==> config.mk <==
export PLATFORM = sky130hd
export DESIGN_NAME = bitop_dispatcher
export DESIGN_NICKNAME = d
export VERILOG_FILES = /design/src/rtl/bitop_pkg.sv /design/src/rtl/bitop_legality.sv /design/src/rtl/bitop_seq.sv /design/src/rtl/bitop_dispatcher.sv
export SDC_FILE = /design/constraint.sdc
export NUM_CORES = 1
export LEC_CHECK = 0
export BUFFER_PORTS_ARGS = -buffer_cell sky130_fd_sc_hd__buf_2
export CAP_MARGIN = 40
export CORE_ASPECT_RATIO = 1.5
export CORE_MARGIN = 2
export CORE_UTILIZATION = 52
export CTS_BUF_LIST = sky130_fd_sc_hd__clkbuf_2 sky130_fd_sc_hd__clkbuf_4 sky130_fd_sc_hd__clkbuf_8
export DETAILED_ROUTE_END_ITERATION = 10
export GPL_TIMING_DRIVEN = 0
export MAX_ROUTING_LAYER = met4
export PLACE_DENSITY = 0.72
export REMOVE_ABC_BUFFERS = 1
export SLEW_MARGIN = 20
export SYNTH_ARGS = -nofsm -noshare
export SYNTH_HDL_FRONTEND = slang
export SYNTH_SLANG_ARGS = --single-unit
==> constraint.sdc <==
create_clock -name clk -period 3.8 [get_ports clk]
set_input_delay 0.76 -clock clk [delete_from_list [all_inputs] [get_ports clk]]
set_output_delay 0.76 -clock clk [all_outputs]
set_load 0.01 [all_outputs]
==> src/rtl/bitop_pkg.sv <==
package bitop_pkg;

  localparam logic [2:0] OP_READ = 3'd0;
  localparam logic [2:0] OP_OR   = 3'd1;
  localparam logic [2:0] OP_AND  = 3'd2;
  localparam logic [2:0] OP_XOR  = 3'd3;
  localparam logic [2:0] OP_INV  = 3'd4;

  typedef enum logic [2:0] {
    K_CLR      = 3'd0,
    K_ACT      = 3'd1,
    K_HOLD     = 3'd2,
    K_SENSE    = 3'd3,
    K_LOAD     = 3'd4,
    K_MERGE    = 3'd5,
    K_WB_LOCAL = 3'd6,
    K_WB_BUS   = 3'd7
  } kind_e;

  typedef enum logic [1:0] {
    C_INTRA = 2'd0,
    C_SUB   = 2'd1,
    C_BANK  = 2'd2
  } place_e;

  localparam logic [1:0] U_ARRAY = 2'd0;
  localparam logic [1:0] U_GRB   = 2'd1;
  localparam logic [1:0] U_IOB   = 2'd2;

  localparam logic [2:0] E_NONE  = 3'd0;
  localparam logic [2:0] E_OPC   = 3'd1;
  localparam logic [2:0] E_COUNT = 3'd2;
  localparam logic [2:0] E_CHIP  = 3'd3;
  localparam logic [2:0] E_DUP   = 3'd4;

endpackage

==> src/rtl/bitop_legality.sv <==
module bitop_legality
  import bitop_pkg::*;
#(
  parameter int CHIP_W      = 1,
  parameter int BANK_W      = 2,
  parameter int SUB_W       = 3,
  parameter int ROW_W       = 4,
  parameter int MAX_OPS     = 4,
  parameter int OR_MAX_ROWS = 3,
  localparam int ADDR_W     = CHIP_W + BANK_W + SUB_W + ROW_W,
  localparam int CNT_W      = $clog2(MAX_OPS + 1)
) (
  input  logic [2:0]                op,
  input  logic [CNT_W-1:0]          cnt,
  input  logic [MAX_OPS*ADDR_W-1:0] srcs,
  input  logic [ADDR_W-1:0]         dst,
  output logic [2:0]                code,
  output place_e                    place,
  output logic                      local_wb
);

  localparam int SUB_LSB  = ROW_W;
  localparam int BANK_LSB = ROW_W + SUB_W;
  localparam int CHIP_LSB = ROW_W + SUB_W + BANK_W;

  logic [ADDR_W-1:0] src_a   [MAX_OPS];
  logic [CHIP_W-1:0] chip_f  [MAX_OPS];
  logic [BANK_W-1:0] bank_f  [MAX_OPS];
  logic [SUB_W-1:0]  sub_f   [MAX_OPS];

  for (genvar g = 0; g < MAX_OPS; g++) begin : g_field
    assign src_a[g]  = srcs[g*ADDR_W +: ADDR_W];
    assign chip_f[g] = src_a[g][CHIP_LSB +: CHIP_W];
    assign bank_f[g] = src_a[g][BANK_LSB +: BANK_W];
    assign sub_f[g]  = src_a[g][SUB_LSB +: SUB_W];
  end

  logic chip_diff, bank_diff, sub_diff, dup, count_ok;

  always_comb begin
    chip_diff = 1'b0;
    bank_diff = 1'b0;
    sub_diff  = 1'b0;
    dup       = 1'b0;
    for (int i = 1; i < MAX_OPS; i++) begin
      if (i < int'(cnt)) begin
        if (chip_f[i] != chip_f[0]) chip_diff = 1'b1;
        if (bank_f[i] != bank_f[0]) bank_diff = 1'b1;
        if (sub_f[i]  != sub_f[0])  sub_diff  = 1'b1;
      end
    end
    for (int i = 0; i < MAX_OPS; i++) begin
      for (int j = i + 1; j < MAX_OPS; j++) begin
        if (j < int'(cnt) && src_a[i] == src_a[j]) dup = 1'b1;
      end
    end
  end

  always_comb begin
    case (op)
      OP_READ, OP_INV: count_ok = (int'(cnt) == 1);
      OP_AND, OP_XOR:  count_ok = (int'(cnt) == 2);
      OP_OR:           count_ok = (int'(cnt) >= 2) && (int'(cnt) <= OR_MAX_ROWS);
      default:         count_ok = 1'b0;
    endcase
  end

  always_comb begin
    if (op > OP_INV)   code = E_OPC;
    else if (!count_ok) code = E_COUNT;
    else if (chip_diff) code = E_CHIP;
    else if (dup)       code = E_DUP;
    else                code = E_NONE;
  end

  always_comb begin
    if (bank_diff)     place = C_BANK;
    else if (sub_diff) place = C_SUB;
    else               place = C_INTRA;
  end

  assign local_wb = (place == C_INTRA) &&
                    (dst[ADDR_W-1:SUB_LSB] == src_a[0][ADDR_W-1:SUB_LSB]);

endmodule

==> src/rtl/bitop_seq.sv <==
module bitop_seq
  import bitop_pkg::*;
#(
  parameter int ADDR_W  = 10,
  parameter int MAX_OPS = 4,
  localparam int CNT_W  = $clog2(MAX_OPS + 1),
  localparam int STEP_W = $clog2(MAX_OPS + 4)
) (
  input  logic                      clk,
  input  logic                      rst_n,
  input  logic                      start,
  input  logic [2:0]                op,
  input  logic [CNT_W-1:0]          cnt,
  input  logic [MAX_OPS*ADDR_W-1:0] srcs,
  input  logic [ADDR_W-1:0]         dst,
  input  place_e                    place,
  input  logic                      local_wb,
  input  logic                      cmd_ready,
  output logic                      busy,
  output logic                      cmd_valid,
  output logic [2:0]                cmd_kind,
  output logic [1:0]                cmd_unit,
  output logic [ADDR_W-1:0]         cmd_addr,
  output logic [2:0]                cmd_func,
  output logic                      done
);

  logic              busy_q, done_q, lwb_q;
  logic [STEP_W-1:0] step_q, last_q, last_d;
  logic [2:0]        op_q;
  logic [CNT_W-1:0]  cnt_q;
  logic [ADDR_W-1:0] src_q [MAX_OPS];
  logic [ADDR_W-1:0] dst_q;
  place_e            place_q;

  always_comb begin
    if (place != C_INTRA)   last_d = STEP_W'(cnt);
    else if (op == OP_XOR)  last_d = STEP_W'(6);
    else                    last_d = STEP_W'(int'(cnt) + 2);
  end

  wire take = busy_q && cmd_ready;
  wire fin  = take && (step_q == last_q);

  always_ff @(posedge clk or negedge rst_n) begin
    if (!rst_n) begin
      busy_q  <= 1'b0;
      done_q  <= 1'b0;
      step_q  <= '0;
      last_q  <= '0;
      op_q    <= OP_READ;
      cnt_q   <= '0;
      dst_q   <= '0;
      lwb_q   <= 1'b0;
      place_q <= C_INTRA;
      for (int i = 0; i < MAX_OPS; i++) src_q[i] <= '0;
    end else begin
      done_q <= fin;
      if (start && !busy_q) begin
        busy_q  <= 1'b1;
        step_q  <= '0;
        last_q  <= last_d;
        op_q    <= op;
        cnt_q   <= cnt;
        dst_q   <= dst;
        lwb_q   <= local_wb;
        place_q <= place;
        for (int i = 0; i < MAX_OPS; i++) src_q[i] <= srcs[i*ADDR_W +: ADDR_W];
      end else if (fin) begin
        busy_q <= 1'b0;
      end else if (take) begin
        step_q <= step_q + 1'b1;
      end
    end
  end

  kind_e wb_kind;
  assign wb_kind = lwb_q ? K_WB_LOCAL : K_WB_BUS;

  always_comb begin
    cmd_kind = K_CLR;
    cmd_unit = U_ARRAY;
    cmd_addr = src_q[0];
    if (place_q == C_INTRA) begin
      if (op_q == OP_XOR) begin
        case (int'(step_q))
          0:       cmd_kind = K_CLR;
          1:       cmd_kind = K_ACT;
          2:       cmd_kind = K_HOLD;
          3:       cmd_kind = K_CLR;
          4: begin cmd_kind = K_ACT; cmd_addr = src_q[1]; end
          5:       cmd_kind = K_SENSE;
          default: begin cmd_kind = wb_kind; cmd_addr = dst_q; end
        endcase
      end else if (step_q == '0) begin
        cmd_kind = K_CLR;
      end else if (int'(step_q) <= int'(cnt_q)) begin
        cmd_kind = K_ACT;
        for (int i = 0; i < MAX_OPS; i++)
          if (int'(step_q) == i + 1) cmd_addr = src_q[i];
      end else if (int'(step_q) == int'(cnt_q) + 1) begin
        cmd_kind = K_SENSE;
      end else begin
        cmd_kind = wb_kind;
        cmd_addr = dst_q;
      end
    end else begin
      cmd_unit = (place_q == C_SUB) ? U_GRB : U_IOB;
      if (step_q == '0) begin
        cmd_kind = K_LOAD;
      end else if (int'(step_q) < int'(cnt_q)) begin
        cmd_kind = K_MERGE;
        for (int i = 1; i < MAX_OPS; i++)
          if (int'(step_q) == i) cmd_addr = src_q[i];
      end else begin
        cmd_kind = wb_kind;
        cmd_addr = dst_q;
      end
    end
  end

  assign busy      = busy_q;
  assign cmd_valid = busy_q;
  assign cmd_func  = op_q;
  assign done      = done_q;

endmodule

==> src/rtl/bitop_dispatcher.sv <==
module bitop_dispatcher
  import bitop_pkg::*;
#(
  parameter int CHIP_W      = 1,
  parameter int BANK_W      = 2,
  parameter int SUB_W       = 3,
  parameter int ROW_W       = 4,
  parameter int MAX_OPS     = 4,
  parameter int OR_MAX_ROWS = 3,
  localparam int ADDR_W     = CHIP_W + BANK_W + SUB_W + ROW_W,
  localparam int CNT_W      = $clog2(MAX_OPS + 1)
) (
  input  logic                      clk,
  input  logic                      rst_n,
  input  logic                      req_valid,
  output logic                      req_ready,
  input  logic [2:0]                req_op,
  input  logic [CNT_W-1:0]          req_cnt,
  input  logic [MAX_OPS*ADDR_W-1:0] req_srcs,
  input  logic [ADDR_W-1:0]         req_dst,
  output logic                      cmd_valid,
  input  logic                      cmd_ready,
  output logic [2:0]                cmd_kind,
  output logic [1:0]                cmd_unit,
  output logic [ADDR_W-1:0]         cmd_addr,
  output logic [2:0]                cmd_func,
  output logic                      done,
  output logic                      err,
  output logic [2:0]                err_code
);

  logic [2:0] code;
  place_e     place;
  logic       local_wb, busy, accept, err_q;
  logic [2:0] code_q;

  bitop_legality #(
    .CHIP_W(CHIP_W), .BANK_W(BANK_W), .SUB_W(SUB_W), .ROW_W(ROW_W),
    .MAX_OPS(MAX_OPS), .OR_MAX_ROWS(OR_MAX_ROWS)
  ) u_legal (
    .op(req_op), .cnt(req_cnt), .srcs(req_srcs), .dst(req_dst),
    .code(code), .place(place), .local_wb(local_wb)
  );

  assign req_ready = !busy;
  assign accept    = req_valid && req_ready;

  bitop_seq #(.ADDR_W(ADDR_W), .MAX_OPS(MAX_OPS)) u_seq (
    .clk(clk), .rst_n(rst_n),
    .start(accept && (code == E_NONE)),
    .op(req_op), .cnt(req_cnt), .srcs(req_srcs), .dst(req_dst),
    .place(place), .local_wb(local_wb), .cmd_ready(cmd_ready),
    .busy(busy), .cmd_valid(cmd_valid), .cmd_kind(cmd_kind),
    .cmd_unit(cmd_unit), .cmd_addr(cmd_addr), .cmd_func(cmd_func),
    .done(done)
  );

  always_ff @(posedge clk or negedge rst_n) begin
    if (!rst_n) begin
      err_q  <= 1'b0;
      code_q <= E_NONE;
    end else begin
      err_q  <= accept && (code != E_NONE);
      code_q <= accept ? code : E_NONE;
    end
  end

  assign err      = err_q;
  assign err_code = code_q;

endmodule

==> impl_metrics.toml <==
[run_status]
status = "finished clean"

[floorplanning]
dieWidth_um = 85.2
initial_core_util_pct = 53.4
fp.dieH_um = 126
core-area_um2 = 9630
core.rowCount = 44
die_area_um2 = 10700
ios = 85

[grt]
grt_pass1_vias = 4497
grt_pass1_wl_mm = 23.1
grt_use_total_pct = 28.4
overflow = 0
antenna_found_initial = 0
grt_max_degree = 49

[synthesis]
synth-adder-area-share_pct = 2.67
syn_area_um2 = 5150
yosys_warnings = 0
synth-xor-area-share_pct = 8.00
synthMuxAreaShare_pct = 21.9
synth_edf_count = 0
avgSynthCellArea_um2 = 9.57
synth-simple-area-share_pct = 13.1
syn_inst = 538
ys_types = 53
yosysSeqAreaShare_pct = 34.5
ys.flop_type = "dfrtp_1"
synth_top_family_by_area = "multiplexers"
synthArstFlopShare_pct = 100
synth_compound_area_share_pct = 15.5
ys_ff_latch = 71

[power_and_ir_drop]
leakagePower_nw = 2.87
peakVddDrop_uv = 416
power_density_nw_per_um2 = 792

[finish]
final_cell_mix = "83 x buf_2, 69 x dfrtp_1, 60 x mux2_2"
multi_input_area_um2 = 3250
final_common_cell = "buf_2"
fill_cells = 831
num-nets-final = 673
diodes = 0
syn_to_final_growth_pct = 16.3
regArea_um2 = 1780
fin_cells = 722
drive_gt1_share_pct = 31.3

[timing]
final.setup.worst_slack_ps = 79.6
hold_violations = 0
tns_ps = 0
max-slew-margin-rel_pct = 47.9
finClkSkew_ps = 10.1
fmax_mhz = 269
final_max_slew_viol_count = 0
worst_slew_pin_slew_ps = 779
finalCritPeriodShare_pct = 97.9
post-route-min-period_ps = 3720
setup_viol = 0

[setup_path]
cpMaxStageDelayCell = "nor4_4"
reg2reg_to = "u_seq.dst_q[8]"
worstSetupPathType = "flop to output pin"
rrSetupSlack_ps = 1700
crit_chain = "buf_8, inv_1, ha_4, nor4_4, and2_2, a21oi_1, nand2_1, o22a_1, buf_2"
start_kind = "flop"
cpPeakStageDelay_ps = 550
cp_top_family = "simple AND/OR/NAND/NOR gates"
r2r_cells = 6
cp_num_cells = 9
r2r-start = "u_seq.busy"
worstPathRequired_ps = 3040
crit_path_end = "cmd_addr[1]"
worstSetupEndpointType = "output pin"
cp-startpoint = "u_seq.step_q[2]"
worstPathArrival_ps = 2960
critPathBufInv = 3
cp_max_fo = 18

[clocking]
cts.htree.levels = 3
clk_pin_slew_ps = 80
cts_made_buffers = 9
clock_path_buffers = 2
clock_sinks = 71
cts-root-buf = "clkbuf_8"
clk_latency_ps = 370
cts_tree = "yes"

[drt]
firstDrtPassIters = 5
via_per_inst = 6.37
vias = 4599
drt_iter0_markers = 512
post-route-drc-count = 0
routed_wl_mm = 14.8
ant_nets = 0
wl_per_cell_um = 20.6

[placement]
dpl.cell_count = 704
dp_hpwl_mm = 10.5
routabilityCongestion = 0.923
place_ws_ps = -687
port_buffers = 84

[worst_hold_path]
min_path_type = "input pin to async pin"

[flow_run]
drv_cap = 0
-- per-stage QoR --
step	utilization [%]	power, mW	cell area (µm²)	hold WS (ps)
6_report	62.1	4.74	5990	329
5_1_grt	62.1	5.02	5990	367
4_1_cts	61.7	4.65	5940	346
3_5_place_dp	58.8	3.87	5660	511
3_3_place_gp	57.4	3.73	5530	493
2_1_floorplan	-	2.97	4960	464
-- how the worst min path moves through the flow --
stage | startpoint | to | slack, ps
CTS | rst_n | u_seq.src_q[22] | 350
global route | rst_n | u_seq.dst_q[9] | 370
finish | rst_n | u_seq.src_q[19] | 330
detailed placement | u_seq.last_q[2] | u_seq.last_q[2] | 510
global placement | u_seq.src_q[6] | u_seq.src_q[6] | 490
floorplan | rst_n | err | 460
-- cells by family (layout without fill, tap and decap cells) --
group,after synthesis,in the layout
buffers and inverters,49,118
muxes,104,104
and+or+nand+nor,142,142
AOI/OAI and AO/OA,114,114
xor gates and xnor gates,47,47
adders and majority gates,11,11
DFF,71,71
-- timing repair --
action | in CTS | in global routing
pin swaps | 1 | 2
gates resized for setup | 11 | 6
buffers inserted | 0 | 1
hold buffers | 0 | 0
endpoints found under the setup margin | 13 | 10
-- power by group --
group          switching, mW  total [mW]  internal (mW)  leakage, nW
Clock                  0.302       0.696          0.395        0.113
Combinational           1.53        2.74           1.21         1.84
Sequential             0.298        1.30           1.01        0.922
Total                   2.13        4.74           2.61         2.87
-- registers in the layout, indices dropped and copies added, names as in the netlist --
signal / count
u_seq.cmd_func: 3
u_seq.busy: 1
u_seq.done: 1
err: 1
u_seq.lwb_q: 1
u_seq.last_q: 3
u_seq.src_q: 40
u_seq.dst_q: 10
err_code: 3
u_seq.step_q: 3
u_seq.place_q: 2
u_seq.cnt_q: 3
-- final cells by class --
| cell class | instances | area share (%) |
|---|---|---|
| clock buffer | 11 | 2.42 |
| clock inverter | 5 | 1.36 |
| inverter | 9 | 0.564 |
| multi-input combinational | 418 | 54.3 |
| sequential | 71 | 29.7 |
| tap | 115 | 2.40 |
| timing repair buffer | 93 | 9.24 |
-- cell usage after synthesis (3+ instances only) --
cell type	count	area, µm²
nor3_1	5	25.0
clkbuf_1	25	93.8
o22ai_1	6	37.5
o211ai_1	10	75.1
nor2_1	29	109
mux2i_1	33	330
nand4_1	4	25.0
nand2b_1	4	25.0
xnor2_1	6	52.6
a2bb2oi_1	4	35.0
a211o_1	3	26.3
a22o_1	3	26.3
or2_2	3	18.8
inv_1	9	33.8
clkbuf_2	5	25.0
ha_1	11	138
nand2_1	61	229
a21oi_1	12	60.1
xor2_1	41	359
a211oi_1	15	113
a31oi_1	13	81.3
buf_4	7	52.6
mux2_1	11	124
mux2_2	60	676
dfrtp_1	71	1780
nand3_1	3	15.0
buf_2	3	15.0
o22a_1	6	52.6
a221oi_1	5	43.8
a22oi_1	7	52.6
nor4_1	8	50.1
and3_1	11	68.8
nor2b_1	6	37.5
o21ai_0	17	85.1
-- layer usage --
| metal | wire, µm | GRT usage, % |
|---|---|---|
| met1 | 5630 | 32.8 |
| met5 | 0 | - |
| met4 | 598 | 12.6 |
| met2 | 7600 | 48.1 |
| met3 | 1010 | 4.72 |
Power figures use the tool's default switching activity.
